<file path="config.mk">
export PLATFORM = sky130hd
export DESIGN_NAME = pnp_cfg_dec
export DESIGN_NICKNAME = d
export VERILOG_FILES = /design/src/rtl/pnp_cfg_pkg.sv /design/src/rtl/pnp_io_match.sv /design/src/rtl/pnp_cfg_regs.sv /design/src/rtl/pnp_cfg_dec.sv
export SDC_FILE = /design/constraint.sdc
export NUM_CORES = 1
export LEC_CHECK = 0
export BUFFER_PORTS_ARGS = -buffer_cell sky130_fd_sc_hd__buf_2
export CAP_MARGIN = 20
export CORE_MARGIN = 3
export CORE_UTILIZATION = 58
export DETAILED_ROUTE_END_ITERATION = 7
export PLACE_DENSITY = 0.93
export SYNTH_ARGS = -nofsm -noshare
export SYNTH_HDL_FRONTEND = slang
export SYNTH_SLANG_ARGS = --single-unit
export TNS_END_PERCENT = 50
</file>
<file path="constraint.sdc">
create_clock -name clk -period 3.3 [get_ports clk]
set_input_delay 0.165 -clock clk [delete_from_list [all_inputs] [get_ports clk]]
set_output_delay 0.165 -clock clk [all_outputs]
set_load 0.05 [all_outputs]
</file>
<file path="src/rtl/pnp_cfg_pkg.sv">
// Shared index map, field positions and helpers for the device
// configuration decoder. Assumes 8-bit configuration indices.
package pnp_cfg_pkg;

    localparam logic [7:0] IDX_ACT   = 8'h30;
    localparam logic [7:0] IDX_B0_HI = 8'h60;
    localparam logic [7:0] IDX_B0_LO = 8'h61;
    localparam logic [7:0] IDX_B1_HI = 8'h62;
    localparam logic [7:0] IDX_B1_LO = 8'h63;
    localparam logic [7:0] IDX_IRQ   = 8'h70;
    localparam logic [7:0] IDX_ITYP  = 8'h71;
    localparam logic [7:0] IDX_DMA0  = 8'h74;
    localparam logic [7:0] IDX_DMA1  = 8'h75;
    localparam logic [7:0] IDX_VND0  = 8'hF0;

    // First and last index covered by the lock
    localparam logic [7:0] IDX_LOCK_LO = 8'h60;
    localparam logic [7:0] IDX_LOCK_HI = 8'h75;

    localparam int ACT_EN_BIT   = 0;
    localparam int ACT_LOCK_BIT = 7;
    localparam int OFF_W        = 5;

    // Interrupt programming bundle
    typedef struct packed {
        logic [3:0] num;
        logic       wake;
        logic [1:0] kind;
    } irq_cfg_t;

    // Writable-bit mask of a base address for the given range and mode
    function automatic logic [15:0] base_wmask(input int range_log2, input bit restricted);
        logic [15:0] m;
        m = 16'hFFFF << range_log2;
        if (restricted) m = m & 16'h07FF;
        return m;
    endfunction

endpackage

</file>
<file path="src/rtl/pnp_io_match.sv">
// Address comparator for one I/O descriptor. It drops the low
// RANGE_LOG2 address bits and compares the rest with an aligned base.
// Assumes the base already has its low bits cleared.
module pnp_io_match #(
    parameter int RANGE_LOG2 = 3
) (
    input  logic [15:0] io_addr,
    input  logic [15:0] base,
    input  logic        enable,
    output logic        hit
);

    localparam logic [15:0] ADDR_MASK = 16'hFFFF << RANGE_LOG2;

    // Hit when enabled, base programmed and upper bits equal
    always_comb begin
        hit = enable && (base != 16'h0000) && ((io_addr & ADDR_MASK) == base);
    end

endmodule

</file>
<file path="src/rtl/pnp_cfg_regs.sv">
// Configuration register file: activation/lock, base addresses,
// interrupt, DMA and vendor bytes, with hardware and software reset.
// Assumes a single write strobe and a combinational read path.
module pnp_cfg_regs
    import pnp_cfg_pkg::*;
#(
    parameter int          RANGE_LOG2  = 3,
    parameter bit          RESTRICTED  = 1'b0,
    parameter bit          TWO_BASES   = 1'b1,
    parameter bit          LEGACY      = 1'b0,
    parameter logic [15:0] LEGACY_BASE = 16'h0000,
    parameter logic [3:0]  LEGACY_IRQ  = 4'd0,
    parameter int          VND_REGS    = 10
) (
    input  logic                  clk,
    input  logic                  rst_n,
    input  logic                  sw_rst_n,
    input  logic [7:0]            cfg_idx,
    input  logic                  cfg_wr,
    input  logic [7:0]            cfg_wdata,
    output logic [7:0]            cfg_rdata,
    output logic                  dev_en,
    output logic                  cfg_lock,
    output logic [15:0]           base0,
    output logic [15:0]           base1,
    output irq_cfg_t              irq_cfg,
    output logic [2:0]            dma0,
    output logic [2:0]            dma1,
    output logic [VND_REGS*8-1:0] vnd_ctl
);

    localparam logic [15:0] WMASK     = base_wmask(RANGE_LOG2, RESTRICTED);
    localparam logic [15:0] BASE0_RST = LEGACY ? (LEGACY_BASE & WMASK) : 16'h0000;
    localparam logic [3:0]  IRQ_RST   = LEGACY ? LEGACY_IRQ : 4'd0;

    logic [7:0] vnd_q [VND_REGS];
    logic       res_wr;

    // Resource writes are allowed only while unlocked
    assign res_wr = cfg_wr && !cfg_lock;

    // Activation register: enable clears on either reset, lock only on hardware reset
    always_ff @(posedge clk) begin
        if (!rst_n) begin
            dev_en   <= 1'b0;
            cfg_lock <= 1'b0;
        end else if (!sw_rst_n) begin
            dev_en   <= 1'b0;
        end else if (cfg_wr && cfg_idx == IDX_ACT) begin
            dev_en   <= cfg_wdata[ACT_EN_BIT];
            cfg_lock <= cfg_lock | cfg_wdata[ACT_LOCK_BIT];
        end
    end

    // Resource registers: defaults on reset, kept across soft reset when locked
    always_ff @(posedge clk) begin
        if (!rst_n || (!sw_rst_n && !cfg_lock)) begin
            base0   <= BASE0_RST;
            base1   <= 16'h0000;
            irq_cfg <= '{num: IRQ_RST, wake: 1'b0, kind: 2'b00};
            dma0    <= 3'd0;
            dma1    <= 3'd0;
        end else if (sw_rst_n && res_wr) begin
            case (cfg_idx)
                IDX_B0_HI: base0[15:8] <= cfg_wdata & WMASK[15:8];
                IDX_B0_LO: base0[7:0]  <= cfg_wdata & WMASK[7:0];
                IDX_B1_HI: if (TWO_BASES) base1[15:8] <= cfg_wdata & WMASK[15:8];
                IDX_B1_LO: if (TWO_BASES) base1[7:0]  <= cfg_wdata & WMASK[7:0];
                IDX_IRQ: begin
                    irq_cfg.num  <= cfg_wdata[3:0];
                    irq_cfg.wake <= cfg_wdata[4];
                end
                IDX_ITYP:  irq_cfg.kind <= cfg_wdata[1:0];
                IDX_DMA0:  dma0 <= cfg_wdata[2:0];
                IDX_DMA1:  dma1 <= cfg_wdata[2:0];
                default: ;
            endcase
        end
    end

    // One byte register per vendor index, cleared by either reset
    for (genvar k = 0; k < VND_REGS; k++) begin : g_vnd
        localparam logic [7:0] MY_IDX = IDX_VND0 + 8'(k);
        always_ff @(posedge clk) begin
            if (!rst_n || !sw_rst_n) begin
                vnd_q[k] <= 8'h00;
            end else if (cfg_wr && cfg_idx == MY_IDX) begin
                vnd_q[k] <= cfg_wdata;
            end
        end
        assign vnd_ctl[8*k +: 8] = vnd_q[k];
    end

    // Read multiplexer; unimplemented indices read zero
    always_comb begin
        cfg_rdata = 8'h00;
        case (cfg_idx)
            IDX_ACT:   cfg_rdata = {cfg_lock, 6'b0, dev_en};
            IDX_B0_HI: cfg_rdata = base0[15:8];
            IDX_B0_LO: cfg_rdata = base0[7:0];
            IDX_B1_HI: cfg_rdata = TWO_BASES ? base1[15:8] : 8'h00;
            IDX_B1_LO: cfg_rdata = TWO_BASES ? base1[7:0] : 8'h00;
            IDX_IRQ:   cfg_rdata = {3'b0, irq_cfg.wake, irq_cfg.num};
            IDX_ITYP:  cfg_rdata = {6'b0, irq_cfg.kind};
            IDX_DMA0:  cfg_rdata = {5'b0, dma0};
            IDX_DMA1:  cfg_rdata = {5'b0, dma1};
            default: begin
                for (int k = 0; k < VND_REGS; k++) begin
                    if (cfg_idx == IDX_VND0 + 8'(k)) cfg_rdata = vnd_q[k];
                end
            end
        endcase
    end

endmodule

</file>
<file path="src/rtl/pnp_cfg_dec.sv">
// Top of the device configuration decoder: register file plus one
// address matcher per descriptor and the offset output.
// Assumes RANGE_LOG2 in 0..5 and VND_REGS in 1..16.
module pnp_cfg_dec
    import pnp_cfg_pkg::*;
#(
    parameter int          RANGE_LOG2  = 3,
    parameter bit          RESTRICTED  = 1'b1,
    parameter bit          TWO_BASES   = 1'b1,
    parameter bit          LEGACY      = 1'b0,
    parameter logic [15:0] LEGACY_BASE = 16'h0000,
    parameter logic [3:0]  LEGACY_IRQ  = 4'd0,
    parameter int          VND_REGS    = 10
) (
    input  logic                  clk,
    input  logic                  rst_n,
    input  logic                  sw_rst_n,
    input  logic [7:0]            cfg_idx,
    input  logic                  cfg_wr,
    input  logic [7:0]            cfg_wdata,
    output logic [7:0]            cfg_rdata,
    input  logic [15:0]           io_addr,
    output logic                  sel0,
    output logic                  sel1,
    output logic [4:0]            io_offset,
    output logic                  dev_en,
    output logic [3:0]            irq_num,
    output logic                  irq_wake,
    output logic [1:0]            irq_type,
    output logic [2:0]            dma0,
    output logic [2:0]            dma1,
    output logic [VND_REGS*8-1:0] vnd_ctl
);

    localparam int         NUM_DESC = TWO_BASES ? 2 : 1;
    localparam logic [4:0] OFF_MASK = 5'((1 << RANGE_LOG2) - 1);

    logic        cfg_lock;
    logic [15:0] base0;
    logic [15:0] base1;
    logic [15:0] base_arr [2];
    logic [1:0]  hit;
    irq_cfg_t    irq_cfg;

    pnp_cfg_regs #(
        .RANGE_LOG2 (RANGE_LOG2),
        .RESTRICTED (RESTRICTED),
        .TWO_BASES  (TWO_BASES),
        .LEGACY     (LEGACY),
        .LEGACY_BASE(LEGACY_BASE),
        .LEGACY_IRQ (LEGACY_IRQ),
        .VND_REGS   (VND_REGS)
    ) regs_i (
        .clk      (clk),
        .rst_n    (rst_n),
        .sw_rst_n (sw_rst_n),
        .cfg_idx  (cfg_idx),
        .cfg_wr   (cfg_wr),
        .cfg_wdata(cfg_wdata),
        .cfg_rdata(cfg_rdata),
        .dev_en   (dev_en),
        .cfg_lock (cfg_lock),
        .base0    (base0),
        .base1    (base1),
        .irq_cfg  (irq_cfg),
        .dma0     (dma0),
        .dma1     (dma1),
        .vnd_ctl  (vnd_ctl)
    );

    assign base_arr[0] = base0;
    assign base_arr[1] = base1;

    // One comparator per present descriptor, absent ones never hit
    for (genvar d = 0; d < 2; d++) begin : g_desc
        if (d < NUM_DESC) begin : g_on
            pnp_io_match #(.RANGE_LOG2(RANGE_LOG2)) match_i (
                .io_addr(io_addr),
                .base   (base_arr[d]),
                .enable (dev_en),
                .hit    (hit[d])
            );
        end else begin : g_off
            assign hit[d] = 1'b0;
        end
    end

    // Select and offset outputs
    always_comb begin
        sel0      = hit[0];
        sel1      = hit[1];
        io_offset = (hit != 2'b00) ? (io_addr[4:0] & OFF_MASK) : 5'd0;
    end

    assign irq_num  = irq_cfg.num;
    assign irq_wake = irq_cfg.wake;
    assign irq_type = irq_cfg.kind;

endmodule

</file>
After elaboration in Yosys (flattened, before gate mapping)
Memories as Yosys holds them, arrays and structs flattened.
Index checks and enable logic that the tools add are counted.

operators by class
  equal/unequal tests = 21
  mux-type cells = 54
  bitwise logic cells = 11
  reductions and logical operators = 36

operators by type and width
  operator                                                          number
  8-bit two-way mux                                                 20
  8-bit == test (second input constant)                             10
  8-bit case mux with 9 select lines                                1
  8-bit by 7-bit == test with 1-bit output (second input constant)  8
  1-bit two-way mux                                                 32
  16-bit nonzero test                                               2
  13-bit by 8-bit == test with 1-bit output                         2
  2-bit AND reduction                                               10
  1-bit logical AND                                                 18
  1-bit OR                                                          11
  8-bit by 6-bit == test with 1-bit output (second input constant)  1
  1-bit logical NOT                                                 3
  3-bit two-way mux                                                 1
  1-bit logical OR                                                  2
  2-bit nonzero test                                                1

word-level totals
  bits in registers = 31
  memory bits (writable) = 80
  input port bits = 36
  output and inout port bits = 109
  word-level logic and storage cells = 134
  memories = 1

memory list
  name          depth  bits a word  rd ports  clocked after memory_dff  wr ports  line                text
  regs_i.vnd_q  10     8            10        0                         10        pnp_cfg_regs.sv:36  logic [7:0] vnd_q [VND_REGS];

Depth between registers and ports, before layout
Gate-level depths: netlist of the first run.

  word-level depth = 12
  gate-level depth with buffers = 8
  mapped depth without buffers = 5

Hierarchy
A second synthesis of the first run with hierarchy kept.

second synthesis, totals
  cells, all modules = 590
  area total of the unflattened synthesis = 6122.1 um^2

modules (own cells, without submodules)
  module        times used  cells an instance  area an instance (um^2)  sequential area each (um^2)
  pnp_cfg_regs  1           536                5698.0                   3022.9
  pnp_io_match  2           24                 191.4                    0.0
  pnp_cfg_dec   1           6                  41.3                     0.0

Least setup slack after synthesis of the first run
Ideal clock, no wire load.

  kind = input to output
  from = input port cfg_idx[4]
  to = output port cfg_rdata[7]
  arrival time = 2344 ps
  required time = 3135 ps
  slack = 791 ps
  cell stages on the path = 6
  buffers on the path = 1
  path through = buf_2 nand4b_1 nor3_1 nor3_4 o21ai_0 o31ai_1

between the ends
  cells in the longest elaborated chain, start to end = 12
  elaborated cells on any way between the ends = 30
  those cells by class = 19 x eq/ne; 11 x mux

RTL lines
  element                               line                 text
  start: declaration                    pnp_cfg_dec.sv:18    input logic [7:0] cfg_idx,
  8-bit == test                         pnp_cfg_regs.sv:109  if (cfg_idx == IDX_VND0 + 8'(k)) cfg_rdata = vnd_q[k];
  8-bit two-way mux (10 in series)      pnp_cfg_regs.sv:109
  8-bit case mux with 9 select lines *  pnp_cfg_regs.sv:97   case (cfg_idx)
  end: declaration                      pnp_cfg_dec.sv:21    output logic [7:0] cfg_rdata,

Mark *: on every way between the ends. The rest lies on a longest branch, timed or not.

Worst setup path in the final report of the first run
Ends and elaborated chain as after synthesis.

==> results of run 1 <==
[final cells by class]
| type | count | area, µm² | area share [%] |
|---|---|---|---|
| Timing Repair Buffer | 152 | 785.8 | 11.41 |
| Tap cell | 133 | 166.4 | 2.416 |
| Sequential cell | 111 | 3023 | 43.90 |
| Multi-Input combinational cell | 415 | 2716 | 39.44 |
| Clock inverter | 7 | 48.80 | 0.7086 |
| Inverter | 6 | 22.52 | 0.3270 |
| Clock buffer | 9 | 123.9 | 1.799 |
[layer usage]
metal | GRT usage [%] | vias to the layer above | wire length (µm)
li1 | - | 2338 | -
met1 | 45.66 | 2540 | 7296
met2 | 53.44 | 403 | 8899
met3 | 6.359 | 52 | 2215
met4 | 12.60 | 0 | 622
met5 | 0 | - | 0
[flip-flops by register name, summed over array words and instances (netlist names)]
name	flops
regs_i.dma0	3
regs_i.vnd_q	80
regs_i.cfg_lock	1
regs_i.dma1	3
regs_i.base1	8
regs_i.base0	8
regs_i.dev_en	1
regs_i.irq_cfg	7
[worst reg2reg max path: stages (launching register included)]
cell,delay [ns]
dfxtp_1,0.37
or2_2,0.37
nor3_2,0.31
mux2i_1,0.25
nor2_1,0.06
[per-stage QoR]
step	std cells	hold slack (ns)	instance area [µm²]
floorplan	571	0.3041	5952
global placement	817	0.4278	6714
detailed placement	817	0.4354	6714
CTS	833	0.03145	6887
global route	833	0.04840	6887
finish	833	0.05384	6887
[power by group through the flow]
stage          Clock (mW)  Sequential [mW]  Combinational (mW)
4_1_cts             0.746             1.58               0.483
3_3_place_gp            0             1.61               0.478
3_5_place_dp            0             1.61               0.482
5_1_grt             0.807             1.59               0.508
2_1_floorplan           0             1.78               0.159
6_report            0.754             1.58               0.489
[cells by family after synthesis]
logic type / Yosys count / share of synthesized area, %
muxes: 35 / 6.878
xor gates and xnor gates: 14 / 2.061
DFF: 111 / 50.82
other: 1 / 0.06304
buffers and inverters: 45 / 3.576
AOI/OAI and AO/OA: 109 / 12.05
and+or+nand+nor: 255 / 24.55
[cell usage in the layout, fill, tap and decap left out, types with 10 or more instances in the layout]
cell type and instances:
xnor2_1 14, buf_4 10, nand3_1 24, edfxtp_1 80, a21oi_1 34, mux2i_1 24, and2_1 77, buf_2 142
nor2_1 52, dfxtp_1 31, o21ai_1 18, nand2_1 36, nor3_1 14
[worst max path at each step]
stage / start / endpoint / slack, ns / depth (start not counted)
6_report: cfg_idx[4] / cfg_rdata[7] / 0.75 / 7
5_1_grt: cfg_idx[4] / cfg_rdata[0] / 0.59 / 7
4_1_cts: regs_i.vnd_q[0][6] / cfg_rdata[6] / 0.80 / 6
3_5_place_dp: cfg_idx[4] / regs_i.vnd_q[3][8] / 0.76 / 5
3_3_place_gp: cfg_idx[4] / regs_i.vnd_q[3][10] / 0.82 / 5
2_1_floorplan: cfg_idx[4] / cfg_rdata[7] / 0.79 / 6
==> metrics.md, run 1 <==
| Metric | Value |
|---|---|
| Outcome | finished, final reports clean |
| Area Overhead vs Synth | 15.78% |
| Nets | 731 |
| Skew final | 0.01061 ns |
| Pwr per Cell Area | 410.2 nW/µm² |
| CTS resizes | 0 |
| Largest net degree at the start of global routing | 30 |
| Net Sw Power | 901.0 µW |
| Part of the power in registers | 56.0% |
| Post-DP HPWL | 14.13 mm |
| WL final | 19.03 mm |
| Post-Syn Area per Cell | 10.44 µm² |
| Count leader, synth | edfxtp_1 |
| Combinational power share | 17.3% |
| Core box area | 9864 µm² |
| Synth Cell Area | 5948 µm² |
| Synth async-reset ratio | 0% |
| RSZ-0062 raised after global routing | no |
| Register bit total from synthesis | 111 |
| GRT Util Overall | 33.51% |
| Ys Warns | 0 |
| Main flop type after synthesis | edfxtp_1 |
| DRT Pass-1 Iters | 5 |
| Critical path buffers and inverters | 2 |
| Sw Share | 31.90% |
| Setup crit end kind | output port |
| Post CTS Setup Buffer Count | 0 |
| Die W | 107.3 µm |
| Final setup viols | 0 |
| Crit-path cells | buf_2 > and4_1 > nand2_1 > o21ai_0 > a222oi_1 > o31ai_1 > buf_2 |
| Reg2reg end | regs_i.dma1[0] |
| IO Pins | 145 |
| DR vias/cell | 6.402 |
| Cells after Synth | 570 |
| VDD IR-drop max | 282.4 µV |
| Max Cap Viol | 0 |
| Initial antenna violation count | 0 |
| Effective utilization at floorplan | 60.30% |
| Crit path max fanout | 14 |
| Remaining global-route overflow | 0 |
| Pleak | 2.703 nW |
| Power Total | 2.825 mW |
| Worst R2R Start | regs_i.cfg_lock |
| Setup TNS | 0 ns |
| FF-to-FF path depth | 4 |
| RD Place Congestion | 0.9741 |
| Final period util | 77.18% |
| Cell variety after synth | 70 |
| CTS buffer count | 9 |
| Worst hold endpoint | regs_i.cfg_lock |
| Slew margin rel. | 43.95% |
| Max clock buf depth | 2 |
| Post-synth top cells | edfxtp_1, and2_1, nor2_1 |
| Hold depth | 2 |
| Clock transition at path regs | 0.11 ns |
| Std cell rows | 36 |
| Hold Crit Class | primary input to flip-flop |
| Crit path required time | 3.13 ns |
| First-pass GRT wire length | 29.06 mm |
| Crit path DAT | 2.38 ns |
| Delay-heaviest family, CP | simple AND/OR/NAND/NOR gates |
| Max stage delay on crit path | 0.56 ns |
| Area leader, netlist | edfxtp_1 |
| Ratio of cells with drive above 1 in the final layout | 27.71% |
| Number of enable flip-flop cells after synthesis | 80 |
| Clock power share | 26.7% |
| Core utilization of the finished layout | 69.81% |
| Die Y | 107.3 µm |
| CTS tree | done |
| Initial DRC count | 684 |
| Post-synthesis sequential area ratio | 50.82% |
| Slowest cell on the critical path | and4_1 |
| Clk root buf | clkbuf_8 |
| Hold path startpoint | rst_n |
| DRC | 0 |
| Die ar. | 11510 µm² |
| Final worst slack | 0.7530 ns |
| Top cell type's share of synthesized area | 40.39% |
| Max frequency | 0.3926 GHz |
| Min Tclk post-route | 2.547 ns |
| Number of H-tree levels | 3 |
| Crit-path most repeated cell | buf_2 |
| Vias | 5333 |
| Vias in the first global route | 5079 |
| Slew Viols, Final | 0 |
| # hold bufs at CTS | 0 |
| Filler cells | 755 |
| Routed Antenna Nets | 0 |
| Internal reg-to-reg setup slack | 1.83 ns |
| Synth area leaders | edfxtp_1, dfxtp_1, and2_1 |
| Worst-margin pin slew | 0.8352 ns |
| Final hold vios | 0 |
| CTS Sinks | 111 |
| Routed wire per std cell | 22.85 µm |
| Worst skew pair latency | 0.38 ns |
| Internal | 1.924 mW |
| Worst Path Class, Setup | primary input to output port |
| Critical path launch point type | primary input |
| IO buf count | 142 |
| N_diodes | 0 |
| DP Worst Slack | 0.7558 ns |
Power figures use the tool's default switching activity.
==> inputs of run 2 (changes only) <==
- CORE_UTILIZATION: 58 -> 49
- PLACE_DENSITY: 0.93 -> 0.84
- clock period: 3.3 -> 2.2 ns (I/O delays scaled with it)
==> run 2 against run 1 <==
Total power rose by 66%. Highest routed layer unchanged. Register-to-register slack got worse by 1.1 ns. Cell count rose by 7.1%. First-iteration DRC count rose by 15%. Sequential cell count did not move. Die area rose by 17%. Critical path type is now flip-flop to output port. Critical path depth fell by 1. Non-clock buffer count rose by 49. The flow now finishes with violations (setup timing). Final area rose by 9.0%. Hold slack got worse by 0.026 ns. Via count rose by 3.0%.
==> metrics.md, run 2 (synthesis gave the netlist of run 1 again) <==
| Metric | Value |
|---|---|
| Clk root buf | clkbuf_16 |
| DR WL met2 | 9.489 mm (+6.6%) |
| First-pass GRT wire length | 30.29 mm (+4.3%) |
| Most flop-heavy register | regs_i.vnd_q |
| Max frequency | 0.4503 GHz |
| Largest net degree at the start of global routing | 37 (+23%) |
| Final setup viols | 1 (+1) |
| Part of the power in registers | 50.6% (-5.4 points) |
| Internal reg-to-reg setup slack | 0.78 ns (-1.05 ns) |
| CTS Sinks | 111 (unchanged) |
| N_diodes | 0 (unchanged) |
| Effective utilization at floorplan | 51.00% (-9.3 points) |
| Final hold vios | 0 (unchanged) |
| Routed Antenna Nets | 0 (unchanged) |
| Worst R2R Start | regs_i.cfg_lock |
| Final design area excluding fillers | 7505 µm² (+9.0%) |
| Min Tclk post-route | 2.221 ns |
| Vias in the first global route | 5343 (+5.2%) |
| Die ar. | 13500 µm² (+17%) |
| Worst skew pair latency | 0.36 ns (-0.02 ns) |
| Max Cap Viol | 0 (unchanged) |
| Die Y | 116.2 µm (+8.3%) |
| RD Place Congestion | 0.9803 (+0.64%) |
| Max FFs per register | 80 (unchanged) |
| Clock power share | 32.5% (+5.8 points) |
| WL final | 20.13 mm (+5.7%) |
| Failing checks | setup timing |
| DRT Pass-1 Iters | 6 (+1) |
| Post-DP HPWL | 15.10 mm (+6.9%) |
| Pleak | 3.019 nW (+12%) |
| Pwr per Cell Area | 623.2 nW/µm² (+52%) |
| Final worst slack | -0.02082 ns (-0.7738 ns) |
| Reg2reg end | regs_i.irq_cfg[5] |
| Most common cell after layout, fill and taps aside | buf_2 |
| Remaining global-route overflow | 0 (unchanged) |
| Post-Place Cell Area | 7097 µm² (+5.7%) |
| Worst-margin pin slew | 0.5928 ns (-0.2425 ns) |
| Slew Viols, Final | 0 (unchanged) |
| Die W | 116.2 µm (+8.3%) |
| Core box area | 11660 µm² (+18%) |
| Worst hold endpoint | regs_i.cfg_lock |
| IO Pins | 145 (unchanged) |
| Crit path max fanout | 2 (-12) |
| Outcome | finished with violations |
| Routed wire length on met3 | 1.868 mm (-16%) |
| Most frequent cells in the layout | buf_2, edfxtp_1, and2_1 |
| Clock transition at path regs | 0.07 ns (-0.04 ns) |
| Top Metal Used | met4 |
| Hold path startpoint | rst_n |
| Slew margin rel. | 60.18% (+16 points) |
| CTS tree | done |
| Met1 WL | 8.023 mm (+10%) |
| FF-to-FF path depth | 4 (unchanged) |
| Largest registers | regs_i.vnd_q x80, regs_i.base0 x8, regs_i.base1 x8 |
| Max clock buf depth | 2 (unchanged) |
| Nets | 780 (+6.7%) |
| Initial antenna violation count | 0 (unchanged) |
| CTS buffer count | 9 (unchanged) |
| VDD IR-drop max | 494.1 µV (+75%) |
| Hold Crit Class | primary input to flip-flop |
| Vias | 5494 (+3.0%) |
| DP Cell Count | 874 (+7.0%) |
| Setup TNS | -0.02082 ns (-0.02082 ns) |
| IO buf count | 142 (unchanged) |
| RSZ-0062 raised after global routing | yes |
| DRC | 0 (unchanged) |
| Std cell rows | 39 (+8.3%) |
| Combinational power share | 17.0% (-0.3 points) |
| Ratio of cells with drive above 1 in the final layout | 34.58% (+6.9 points) |
| Internal | 3.280 mW (+71%) |
| Crit path DAT | 2.11 ns (-0.27 ns) |
| Number of H-tree levels | 3 (unchanged) |
| Crit path required time | 2.09 ns (-1.04 ns) |
| Finished Layout Cells | 892 (+7.1%) |
| Initial DRC count | 787 (+15%) |
| Net Sw Power | 1.397 mW (+55%) |
| Filler cells | 959 (+27%) |
| Critical path launch point type | flip-flop |
| Final period util | 100.9% |
| GRT Util Overall | 30.18% (-3.3 points) |
| DR vias/cell | 6.159 (-3.8%) |
| Area Overhead vs Synth | 26.17% |
| Sw Share | 29.87% (-2.0 points) |
| Hold depth | 2 (unchanged) |
| Hold Slack | 0.02745 ns (-0.02639 ns) |
| Routed wire per std cell | 22.56 µm (-1.3%) |
| Worst Path Class, Setup | flip-flop to output port |
| # hold bufs at CTS | 0 (unchanged) |
| Skew final | 0.002782 ns (-0.007828 ns) |
| Setup crit end kind | output port |
run 2: changes by cell type in the layout (fill, tap and decap cells not counted), sizes merged:
cell / previous run / this run
buf: 152 / 199
clkbuf: 9 / 11
inv: 7 / 8
clkinvlp: 2 / 1
run 2: routing by layer:
metal  vias up  GRT usage [%]
met5         -              0
met4         0          14.23
met3        58          5.130
met2       366          48.33
met1      2621          40.17
li1       2449              -
run 2: what timing repair did:
action	CTS	global route
resized for setup	24	10
setup buffers	2	0
setup endpoints to repair	5	9
pin swaps	11	2
run 2: final cells by class:
class	instances	area, µm²	share of cell area [%]
tap	143	178.9	2.384
clock inverter	7	46.29	0.6169
timing repair buffer	201	1206	16.07
sequential	111	3034	40.43
clock buffer	9	225.2	3.001
inverter	6	22.52	0.3001
multi-input combinational	415	2791	37.20
run 2: worst max path at each step:
stage                            start      endpoint  slack [ns]  cells past startpoint
floorplan                   cfg_idx[6]  cfg_rdata[2]       -0.18                      8
global placement            cfg_idx[7]  cfg_rdata[2]        0.14                      9
detailed placement          cfg_idx[2]  cfg_rdata[6]         0.1                      8
CTS                    regs_i.base1[6]  io_offset[2]       -0.04                      6
global route           regs_i.base0[5]  io_offset[2]       -0.05                      6
finish              regs_i.vnd_q[0][6]  cfg_rdata[6]       -0.02                      6
run 2: critical path, cell delays in order (launching register included):
cell and delay, ns:
edfxtp_1 0.37, or3b_4 0.40, a2111oi_4 0.30, a211o_1 0.18, a21oi_1 0.10, o21ai_1 0.21
buf_6 0.19
run 2: power by group through the flow:
stage | Sequential (mW) | Clock [mW] | Combinational, mW
floorplan | 2.68 | 0 | 0.239
global placement | 2.41 | 0 | 0.773
detailed placement | 2.41 | 0 | 0.778
CTS | 2.36 | 1.55 | 0.784
global route | 2.37 | 1.64 | 0.825
finish | 2.37 | 1.52 | 0.794
run 2: per-stage QoR:
stage                     worst slack, ns  utilization (%)  power, mW
after floorplan                   -0.1763                -      2.915
after global placement             0.1378            60.85      3.181
after detailed placement          0.09512            60.85      3.190
after CTS                        -0.03623            64.09      4.697
after global routing             -0.05374            64.35      4.831
final                            -0.02082            64.35      4.677
==> inputs of run 3 (changes only) <==
- CORE_UTILIZATION: 49 -> 40
- PLACE_DENSITY: 0.84 -> 0.72
==> run 3 against run 2 <==
The run now ends clean. Hold slack got worse by 0.0079 ns. Die area up 21%. Utilization shrank 12 points. Via count shrank 1.8%. Clock skew rose by 0.0040 ns. Total power grew 4.0%. Non-clock buffer count decreased by 14. Count of clock-buffer cells in the layout up 2. Sequential power hardly changed. Sequential share of layout area rose by 0.32 points. Critical path type unchanged. Critical endpoint is now cfg_rdata[7].
==> metrics.md, run 3 (synthesis gave the netlist of run 1 again) <==
| Metric | Value |
|---|---|
| Critical path buffers and inverters | 1 (unchanged) |
| Max Cap Viol | 0 (unchanged) |
| CTS tree | done |
| Setup crit end kind | output port |
| CTS Sinks | 111 (unchanged) |
| VDD IR-drop max | 349.6 µV (-29%) |
| Number of H-tree levels | 3 (unchanged) |
| Max frequency | 0.4579 GHz (+1.7%) |
| # hold bufs at CTS | 0 (unchanged) |
| RD Place Congestion | 0.9635 (-1.7%) |
| Initial DRC count | 669 (-15%) |
| CTS buffer count | 9 (unchanged) |
| Vias in the first global route | 5174 (-3.2%) |
| Die W | 127.9 µm (+10%) |
| Setup TNS | 0 ns (+0.02082 ns) |
| Final hold vios | 0 (unchanged) |
| N_diodes | 0 (unchanged) |
| DRC | 0 (unchanged) |
| Hold depth | 2 (unchanged) |
| FF-to-FF path depth | 4 (unchanged) |
| Std cell rows | 43 (+10%) |
| Final period util | 99.28% (-1.7 points) |
| Crit path DAT | 2.07 ns (-0.04 ns) |
| Clock transition at path regs | 0.07 ns (about the same) |
| Most frequent cells in the layout | buf_2, edfxtp_1, and2_1 |
| IO Pins | 145 (unchanged) |
| Remaining global-route overflow | 0 (unchanged) |
| Pwr per Cell Area | 654.4 nW/µm² (+5.0%) |
| Worst R2R Start | regs_i.cfg_lock |
| Nets | 766 (-1.8%) |
| Worst Path Class, Setup | flip-flop to output port |
| Final setup viols | 0 (-1) |
| Pleak | 2.952 nW (-2.2%) |
| First-pass GRT wire length | 30.24 mm (-0.16%) |
| Slew Viols, Final | 0 (unchanged) |
| Critical path launch point type | flip-flop |
| Ratio of cells with drive above 1 in the final layout | 32.29% (-2.3 points) |
| Hold path startpoint | rst_n |
| Crit-path cells | mux4_2 > a222oi_1 > o31ai_2 > buf_2 |
| Most common cell after layout, fill and taps aside | buf_2 |
| Clk root buf | clkbuf_16 |
| Vias | 5393 (-1.8%) |
| WL final | 20.08 mm (-0.23%) |
| Hold Crit Class | primary input to flip-flop |
| DR vias/cell | 5.900 (-4.2%) |
| Routed wire per std cell | 21.97 µm (-2.6%) |
| Skew final | 0.006784 ns (+0.004002 ns) |
| Internal reg-to-reg setup slack | 0.73 ns (-0.05 ns) |
| Area Overhead vs Synth | 24.91% |
| Core box area | 14200 µm² (+22%) |
| Worst hold endpoint | regs_i.cfg_lock |
| IO buf count | 142 (unchanged) |
| Routed Antenna Nets | 0 (unchanged) |
| Largest net degree at the start of global routing | 42 (+14%) |
| Max clock buf depth | 2 (unchanged) |
| Post-DP HPWL | 15.19 mm (+0.60%) |
| Post CTS Setup Buffer Count | 0 (-2) |
| Max stage delay on crit path | 0.51 ns (+0.11 ns) |
| Most flop-heavy register | regs_i.vnd_q |
| GRT Util Overall | 24.25% (-5.9 points) |
| DRT Pass-1 Iters | 5 (-1) |
| Crit path max fanout | 2 (unchanged) |
| Die Y | 127.9 µm (+10%) |
| Effective utilization at floorplan | 41.88% (-9.1 points) |
| RSZ-0062 raised after global routing | yes |
| Reg2reg end | regs_i.irq_cfg[4] |
| Min Tclk post-route | 2.184 ns (-0.03675 ns) |
| Core utilization of the finished layout | 52.31% (-12 points) |
| Max FFs per register | 80 (unchanged) |
| Slowest cell on the critical path | mux4_2 |
| Initial antenna violation count | 0 (unchanged) |
| Crit path required time | 2.09 ns (about the same) |
| Outcome | finished, final reports clean |
| Die ar. | 16370 µm² (+21%) |
| Delay-heaviest family, CP | compound AO/OA/AOI/OAI gates |
| Largest registers | regs_i.vnd_q x80, regs_i.base0 x8, regs_i.base1 x8 |
| Worst skew pair latency | 0.36 ns (about the same) |
==> run 3: cell types whose count changed in the layout (fill, tap and decap cells not counted), moves of 2 or more <==
cell / before / now
o21ai_1: 16 / 18
inv_6: 2 / 0
bufinv_16: 0 / 2
dfxtp_4: 2 / 0
clkbuf_1: 0 / 2
buf_4: 58 / 46
o21ai_2: 4 / 2
==> run 3: metal layers <==
layer / GRT usage, % / up-vias / part of all wire, %
li1: - / 2403 / -
met1: 32.32 / 2640 / 41
met2: 39.96 / 304 / 48
met3: 3.833 / 46 / 8.0
met4: 8.989 / 0 / 2.9
met5: 0 / - / 0
==> run 3: area by class of cell <==
| class | count | area [µm²] |
|---|---|---|
| inverters | 6 | 22.52 |
| fillers | 1307 | 6774 |
| repair buffers | 187 | 1094 |
| well taps | 180 | 225.2 |
| flip-flops and latches | 111 | 3028 |
| multi-input cells | 415 | 2756 |
| clock buffers | 11 | 232.7 |
| clock inverters | 4 | 71.32 |
==> run 3: worst max-delay path by stage <==
stage	end	cells past startpoint	from	slack [ns]
after detailed placement	cfg_rdata[3]	7	cfg_idx[2]	0.05
after global placement	cfg_rdata[1]	8	cfg_idx[2]	0.13
after CTS	io_offset[0]	6	regs_i.base0[5]	0.001
after global routing	io_offset[0]	6	regs_i.base0[5]	-0.06
after floorplan	cfg_rdata[2]	8	cfg_idx[6]	-0.18
final	cfg_rdata[7]	4	regs_i.vnd_q[1][7]	0.02
==> run 3: report_power, final <==
| group | switching (mW) | internal, mW | total, mW |
|---|---|---|---|
| registers | 0.0557 | 2.31 | 2.37 |
| clock network | 0.729 | 0.989 | 1.72 |
| logic | 0.586 | 0.191 | 0.777 |
| total | 1.37 | 3.49 | 4.86 |
==> run 3: timing repair <==
action                                  CTS  global route
endpoints found under the setup margin    5             9
resized for setup                        10            14
cloned                                    0             0
pin swaps                                 3             0
==> run 3: stage by stage <==
step	setup WS, ns	hold slack [ns]	power (mW)	cells	cell area (µm²)
global placement	0.1345	0.3756	3.173	899	7053
finish	0.01594	0.01960	4.862	914	7430
detailed placement	0.04965	0.3771	3.181	899	7053
global route	-0.05681	0.02799	4.989	914	7430
floorplan	-0.1763	0.2491	2.915	571	5957
CTS	0.001067	0.01219	4.871	914	7393
